<file path="src/rtl/snoop_pkg.sv">
package snoop_pkg;
  // Bits per frame for a given data width (data bits plus acknowledge).
  function automatic int unsigned frame_bits(int unsigned data_w);
    return data_w + 1;
  endfunction

  // Next bit position within a frame; wraps after the last bit.
  function automatic int unsigned next_pos(int unsigned pos, int unsigned data_w);
    return (pos >= data_w) ? 0 : pos + 1;
  endfunction
endpackage

</file>
<file path="src/rtl/snoop_sync.sv">
module snoop_sync #(
  parameter int W      = 2,
  parameter int STAGES = 2
) (
  input  logic         clk,
  input  logic         rst_n,
  input  logic [W-1:0] d,
  output logic [W-1:0] q
);
  logic [W-1:0] stage [STAGES];

  genvar g;
  generate
    for (g = 0; g < STAGES; g++) begin : g_stage
      always_ff @(posedge clk or negedge rst_n) begin
        if (!rst_n) stage[g] <= '1;
        else if (g == 0) stage[g] <= d;
        else stage[g] <= stage[(g == 0) ? 0 : g-1];
      end
    end
  endgenerate

  assign q = stage[STAGES-1];
endmodule

</file>
<file path="src/rtl/snoop_line_events.sv">
module snoop_line_events (
  input  logic clk,
  input  logic rst_n,
  input  logic scl_s,
  input  logic sda_s,
  output logic scl_rise,
  output logic start_evt,
  output logic stop_evt
);
  logic scl_q, sda_q;

  always_ff @(posedge clk or negedge rst_n) begin
    if (!rst_n) begin
      scl_q <= 1'b1;
      sda_q <= 1'b1;
    end else begin
      scl_q <= scl_s;
      sda_q <= sda_s;
    end
  end

  assign scl_rise  = scl_s & ~scl_q;
  assign start_evt = scl_s & scl_q & sda_q & ~sda_s;
  assign stop_evt  = scl_s & scl_q & ~sda_q & sda_s;
endmodule

</file>
<file path="src/rtl/snoop_frame_shifter.sv">
module snoop_frame_shifter
  import snoop_pkg::*;
#(
  parameter int DATA_W = 8
) (
  input  logic          clk,
  input  logic          rst_n,
  input  logic          scl_rise,
  input  logic          start_evt,
  input  logic          stop_evt,
  input  logic          sda_s,
  output logic [DATA_W:0] shreg,
  output logic          frame_done,
  output logic          active
);
  localparam int FB    = frame_bits(DATA_W);
  localparam int CNT_W = $clog2(FB);
  localparam logic [CNT_W-1:0] LAST = CNT_W'(DATA_W);

  logic [CNT_W-1:0] pos;

  always_ff @(posedge clk or negedge rst_n) begin
    if (!rst_n) begin
      shreg      <= '0;
      pos        <= '0;
      active     <= 1'b0;
      frame_done <= 1'b0;
    end else begin
      frame_done <= 1'b0;
      if (start_evt) begin
        active <= 1'b1;
        pos    <= '0;
      end else if (stop_evt) begin
        active <= 1'b0;
      end else if (active && scl_rise) begin
        shreg <= {shreg[DATA_W-1:0], sda_s};
        pos   <= CNT_W'(next_pos(int'(pos), DATA_W));
        if (pos == LAST) frame_done <= 1'b1;
      end
    end
  end

  // a START always restarts the frame
  assert_start_resets_count_R7: assert property (@(posedge clk) disable iff (!rst_n)
    start_evt |=> (pos == '0));

  // no shifting while the bus is idle
  assert_idle_no_shift_R8: assert property (@(posedge clk) disable iff (!rst_n)
    (!active && !start_evt) |=> ($stable(shreg) && !frame_done));
endmodule

</file>
<file path="src/rtl/snoop_hold_buffer.sv">
module snoop_hold_buffer #(
  parameter int DATA_W = 8
) (
  input  logic            clk,
  input  logic            rst_n,
  input  logic            load,
  input  logic [DATA_W:0] din,
  input  logic            irq_clr,
  output logic [DATA_W:0] hold,
  output logic            irq
);
  always_ff @(posedge clk or negedge rst_n) begin
    if (!rst_n) begin
      hold <= '0;
      irq  <= 1'b0;
    end else begin
      if (load) hold <= din;
      if (load) irq <= 1'b1;
      else if (irq_clr) irq <= 1'b0;
    end
  end

  // the buffer takes the frame that just completed
  assert_load_takes_frame_R2: assert property (@(posedge clk) disable iff (!rst_n)
    load |=> (hold == $past(din)));

  // the buffer holds between loads
  assert_hold_stable_R3: assert property (@(posedge clk) disable iff (!rst_n)
    !load |=> $stable(hold));

  // a capture always leaves the flag set
  assert_irq_set_wins_R6: assert property (@(posedge clk) disable iff (!rst_n)
    load |=> irq);
endmodule

</file>
<file path="src/rtl/i2c_snoop_capture.sv">
module i2c_snoop_capture #(
  parameter int DATA_W      = 8,
  parameter int SYNC_STAGES = 2
) (
  input  logic          clk,
  input  logic          rst_n,
  input  logic          scl_in,
  input  logic          sda_in,
  input  logic          rd_sel,
  input  logic          irq_clr,
  output logic [DATA_W:0] rd_data,
  output logic          cap_pulse,
  output logic          irq,
  output logic          scl_hold_low
);
  logic [1:0] line_s;
  logic scl_rise, start_evt, stop_evt, frame_done, active;
  logic [DATA_W:0] shreg, hold;

  snoop_sync #(.W(2), .STAGES(SYNC_STAGES)) u_sync (
    .clk(clk), .rst_n(rst_n), .d({scl_in, sda_in}), .q(line_s)
  );

  snoop_line_events u_events (
    .clk(clk), .rst_n(rst_n), .scl_s(line_s[1]), .sda_s(line_s[0]),
    .scl_rise(scl_rise), .start_evt(start_evt), .stop_evt(stop_evt)
  );

  snoop_frame_shifter #(.DATA_W(DATA_W)) u_shift (
    .clk(clk), .rst_n(rst_n), .scl_rise(scl_rise), .start_evt(start_evt),
    .stop_evt(stop_evt), .sda_s(line_s[0]), .shreg(shreg),
    .frame_done(frame_done), .active(active)
  );

  snoop_hold_buffer #(.DATA_W(DATA_W)) u_hold (
    .clk(clk), .rst_n(rst_n), .load(frame_done), .din(shreg),
    .irq_clr(irq_clr), .hold(hold), .irq(irq)
  );

  assign rd_data      = rd_sel ? hold : shreg;
  assign cap_pulse    = frame_done;
  assign scl_hold_low = 1'b0;

  // the capture pulse lasts a single clock
  assert_single_pulse_R5: assert property (@(posedge clk) disable iff (!rst_n)
    cap_pulse |=> !cap_pulse);
endmodule

</file>
<file path="config.mk">
export PLATFORM = sky130hd
export DESIGN_NAME = i2c_snoop_capture
export DESIGN_NICKNAME = d
export VERILOG_FILES = /design/src/rtl/snoop_pkg.sv /design/src/rtl/snoop_sync.sv /design/src/rtl/snoop_line_events.sv /design/src/rtl/snoop_frame_shifter.sv /design/src/rtl/snoop_hold_buffer.sv /design/src/rtl/i2c_snoop_capture.sv
export SDC_FILE = /design/constraint.sdc
export NUM_CORES = 1
export LEC_CHECK = 0
export ABC_AREA = 1
export BUFFER_PORTS_ARGS = -buffer_cell sky130_fd_sc_hd__buf_2
export CAP_MARGIN = 20
export CORE_ASPECT_RATIO = 1.4
export CORE_MARGIN = 2
export CORE_UTILIZATION = 50
export CTS_CLUSTER_DIAMETER = 30
export DETAILED_ROUTE_END_ITERATION = 7
export PLACE_DENSITY_LB_ADDON = 0.05
export SLEW_MARGIN = 20
export SYNTH_ARGS = -nofsm -noshare
export SYNTH_HDL_FRONTEND = slang
export SYNTH_HIERARCHICAL = 1
export SYNTH_SLANG_ARGS = --single-unit
</file>
<file path="constraint.sdc">
create_clock -name clk -period 2.6 [get_ports clk]
set_input_delay 0 -clock clk [delete_from_list [all_inputs] [get_ports clk]]
set_output_delay 0 -clock clk [all_outputs]
set_load 0.005 [all_outputs]
</file>
==> PnR_summary.wiki <==
{| class="wikitable"
! Metric !! Value
|-
| Weighted congestion reported at the end of routability-driven placement || 0.711
|-
| Critical path data required time || 2840 ps
|-
| Number of setup violations in the final report || 0
|-
| Number of endpoints with negative hold slack in the final report || 0
|-
| Setup TNS || 0 ps
|-
| Global routing usage summed across all routing layers || 18.7%
|-
| Count of boundary I/O pins || 18
|-
| Nature of the critical path endpoint || flop
|-
| CP Data Arrival Time || 1600 ps
|-
| Placement Rows || 22
|-
| Number of synthesis warnings || 6
|-
| Type of the worst setup path || reg2reg
|-
| Register area share after synthesis || 56.7%
|-
| Antenna violations before repair || 0
|-
| Core outline area || 2620 um2
|-
| Total leakage power || 0.867 nW
|-
| Starting density of the core || 52.8%
|-
| CTS tree || yes
|-
| Post-layout nets || 193
|-
| Final worst path period need || 1360 ps
|-
| Type of the tightest min-delay check || in2async
|-
| Reg2reg start || u_sync/q[1]
|-
| Horizontal extent of the die || 48.4 um
|-
| Transition time at the pin with the least slew margin || 669 ps
|-
| Hold WS || 225 ps
|-
| Startpoint type of the worst setup path || flop
|-
| Clock Skew || 10.5 ps
|-
| Clock-pin slew on the worst setup and hold paths || 90 ps
|-
| Number of routed nets with antenna violations || 0
|-
| Synthesized netlist cell count || 164
|-
| Via count of the first global-routing pass || 1054
|-
| Count of TritonRoute iterations in the first routing pass || 4
|-
| Max-slew violation count || 0
|-
| Worst Path Max Fanout || 13
|-
| Number of buffers between clock root and the deepest sink || 2
|-
| Ratio of final minimum period to clock period || 52.3%
|-
| Reg-to-reg endpoint || u_shift/pos[3]
|-
| Growth of design area from synthesis to finish || 12.0%
|-
| Max_slew headroom || 55.4%
|-
| Filler cells || 243
|-
| Via total after detailed routing || 1016
|-
| Area of the die || 3200 um2
|-
| Iteration-0 DRC count of the detailed router || 30
|-
| Outcome || finished, final reports clean
|-
| Peak supply drop || 0.441 mV
|-
| Antenna diode instance count || 0
|-
| Global route total overflow || 0
|-
| Post-synthesis instance area || 1380 um2
|-
| Max_cap viols || 0
|-
| Synthesized flop and latch total || 31
|-
| Depth of the CTS H-tree || 2
|-
| Clock latency reported for the late side of the worst-skew pair || 330 ps
|-
| Cells on worst reg2reg path || 6
|-
| Wire length of the first global-routing pass || 4.46 mm
|-
| Proportion of layout cells with a drive suffix above 1 || 21.6%
|-
| Buffers inserted during post-CTS setup optimization || 0
|-
| Routed WL || 2.35 mm
|-
| Flop2flop setup slack || 1240 ps
|-
| Port buffer count || 16
|-
| Detailed-placement wirelength estimate || 1.63 mm
|-
| Average cell area after synthesis || 8.42 um2
|-
| Detailed-route wire length per cell || 10.6 um
|-
| Pin count of the biggest net entering global routing || 32
|-
| Cell Pwr Density || 712 nW/um2
|-
| Number of library cell types mapped by synthesis || 17
|-
| Num CTS Buffers || 5
|-
| CTS root buf || sky130_fd_sc_hd__clkbuf_4
|-
| Number of clock sinks || 31
|-
| Net count of the mapped netlist || 172
|-
| Peak clock frequency supported by timing || 736 MHz
|-
| Die Height || 66.2 um
|-
| Detailed-route DRC error count || 0
|-
| Post-detailed-route via-to-cell ratio || 4.60
|-
| RSZ-0062 raised after global routing || no
|}
cells in the final DEF (no fill, tap or decap), types with 2 or more instances in the layout:
cell type and count:
sky130_fd_sc_hd__dlygate4sd3_1 4, sky130_fd_sc_hd__dfstp_2 6, sky130_fd_sc_hd__nand3_1 6, sky130_fd_sc_hd__o21ai_0 6, sky130_fd_sc_hd__nand2_1 82, sky130_fd_sc_hd__dfrtp_1 25, sky130_fd_sc_hd__clkbuf_4 5, sky130_fd_sc_hd__nand2_2 2
sky130_fd_sc_hd__buf_2 16, sky130_fd_sc_hd__ha_1 2, sky130_fd_sc_hd__inv_2 4, sky130_fd_sc_hd__nor2_1 7, sky130_fd_sc_hd__inv_1 11, sky130_fd_sc_hd__o21ai_2 3
synth_stat cells:
master	n	area [um2]
sky130_fd_sc_hd__nand2_1	82	308
sky130_fd_sc_hd__dfrtp_1	25	626
sky130_fd_sc_hd__inv_1	11	41.3
sky130_fd_sc_hd__nor2_1	7	26.3
sky130_fd_sc_hd__dfstp_2	6	158
sky130_fd_sc_hd__nand3_1	6	30.0
sky130_fd_sc_hd__o21ai_0	6	30.0
sky130_fd_sc_hd__inv_2	4	15.0
sky130_fd_sc_hd__buf_4	3	22.5
sky130_fd_sc_hd__buf_6	3	33.8
sky130_fd_sc_hd__o21ai_2	3	26.3
sky130_fd_sc_hd__ha_1	2	25.0
sky130_fd_sc_hd__nand2_2	2	12.5
sky130_fd_sc_hd__conb_1	1	3.75
sky130_fd_sc_hd__nand4_1	1	6.26
sky130_fd_sc_hd__nor2_2	1	6.26
sky130_fd_sc_hd__nor2_4	1	11.3
layout make-up:
class,instances,area (um2),share of cell area (%)
Sequential cell,31,783,50.6
Multi-Input combinational cell,112,485,31.4
Timing Repair Buffer,20,120,7.77
Inverter,15,56.3,3.64
Clock buffer,6,51.3,3.32
Tap cell,36,45.0,2.91
Clock inverter,1,5.00,0.324
registers in the layout (all words and copies together), names as in the netlist:
| name | count |
|---|---|
| u_sync/stage | 2 |
| u_shift/pos | 4 |
| u_shift/active | 1 |
| u_shift/shreg | 9 |
| u_events/sda_q | 1 |
| u_shift/frame_done | 1 |
| u_hold/hold | 9 |
| u_events/scl_q | 1 |
| u_hold/irq | 1 |
| u_sync/q | 2 |
power by group:
group	switching, mW	internal [mW]
logic	0.110	0.0847
clock network	0.157	0.125
registers	0.0673	0.557
total	0.334	0.767
routing by layer:
| layer | part of all wire, % | global-route usage [%] | vias to the layer above |
|---|---|---|---|
| met1 | 44 | 19.4 | 453 |
| met4 | 2.5 | 12.9 | 0 |
| met3 | 3.5 | 4.30 | 6 |
| met2 | 50 | 33.7 | 19 |
| met5 | 0 | 0 | - |
| li1 | - | - | 538 |
worst max path at each step:
stage / from / end
after floorplan: u_sync/q[1] / u_shift/shreg[3]
after global placement: u_sync/q[1] / u_shift/pos[0]
after detailed placement: u_sync/q[1] / u_shift/pos[1]
after CTS: u_sync/q[1] / u_shift/pos[3]
after global routing: u_sync/q[1] / u_shift/pos[1]
final: u_sync/q[1] / u_shift/pos[3]
cell families after synthesis:
| group | after synthesis | synth area share (%) |
|---|---|---|
| compound gates | 9 | 4.08 |
| other cells | 1 | 0.271 |
| buf+inv | 21 | 8.15 |
| fa+ha+maj | 2 | 1.81 |
| flops | 31 | 56.7 |
| simple gates | 100 | 29.0 |
critical path, stage by stage (launching register included):
cell                      delay, ps
sky130_fd_sc_hd__dfstp_2        550
sky130_fd_sc_hd__inv_1           40
sky130_fd_sc_hd__nor2_1         150
sky130_fd_sc_hd__nand2_2        100
sky130_fd_sc_hd__inv_2           60
sky130_fd_sc_hd__nand2_2        160
sky130_fd_sc_hd__o21ai_0        230
metrics by stage:
step	worst slack, ps	cells	power (mW)	util (%)	cell area (um2)
global placement	1280	210	0.820	55.5	1450
finish	1240	221	1.10	59.1	1550
floorplan	1290	164	0.763	-	1380
CTS	1230	221	1.12	59.1	1550
global route	1070	221	1.19	59.1	1550
detailed placement	1200	210	0.827	55.5	1450
repair_timing:
action                    CTS  global route
hold buffers                4             0
hold endpoints to repair   28             0
gates resized for setup     0             0
Note: power is estimated with default switching activity, not from simulation.
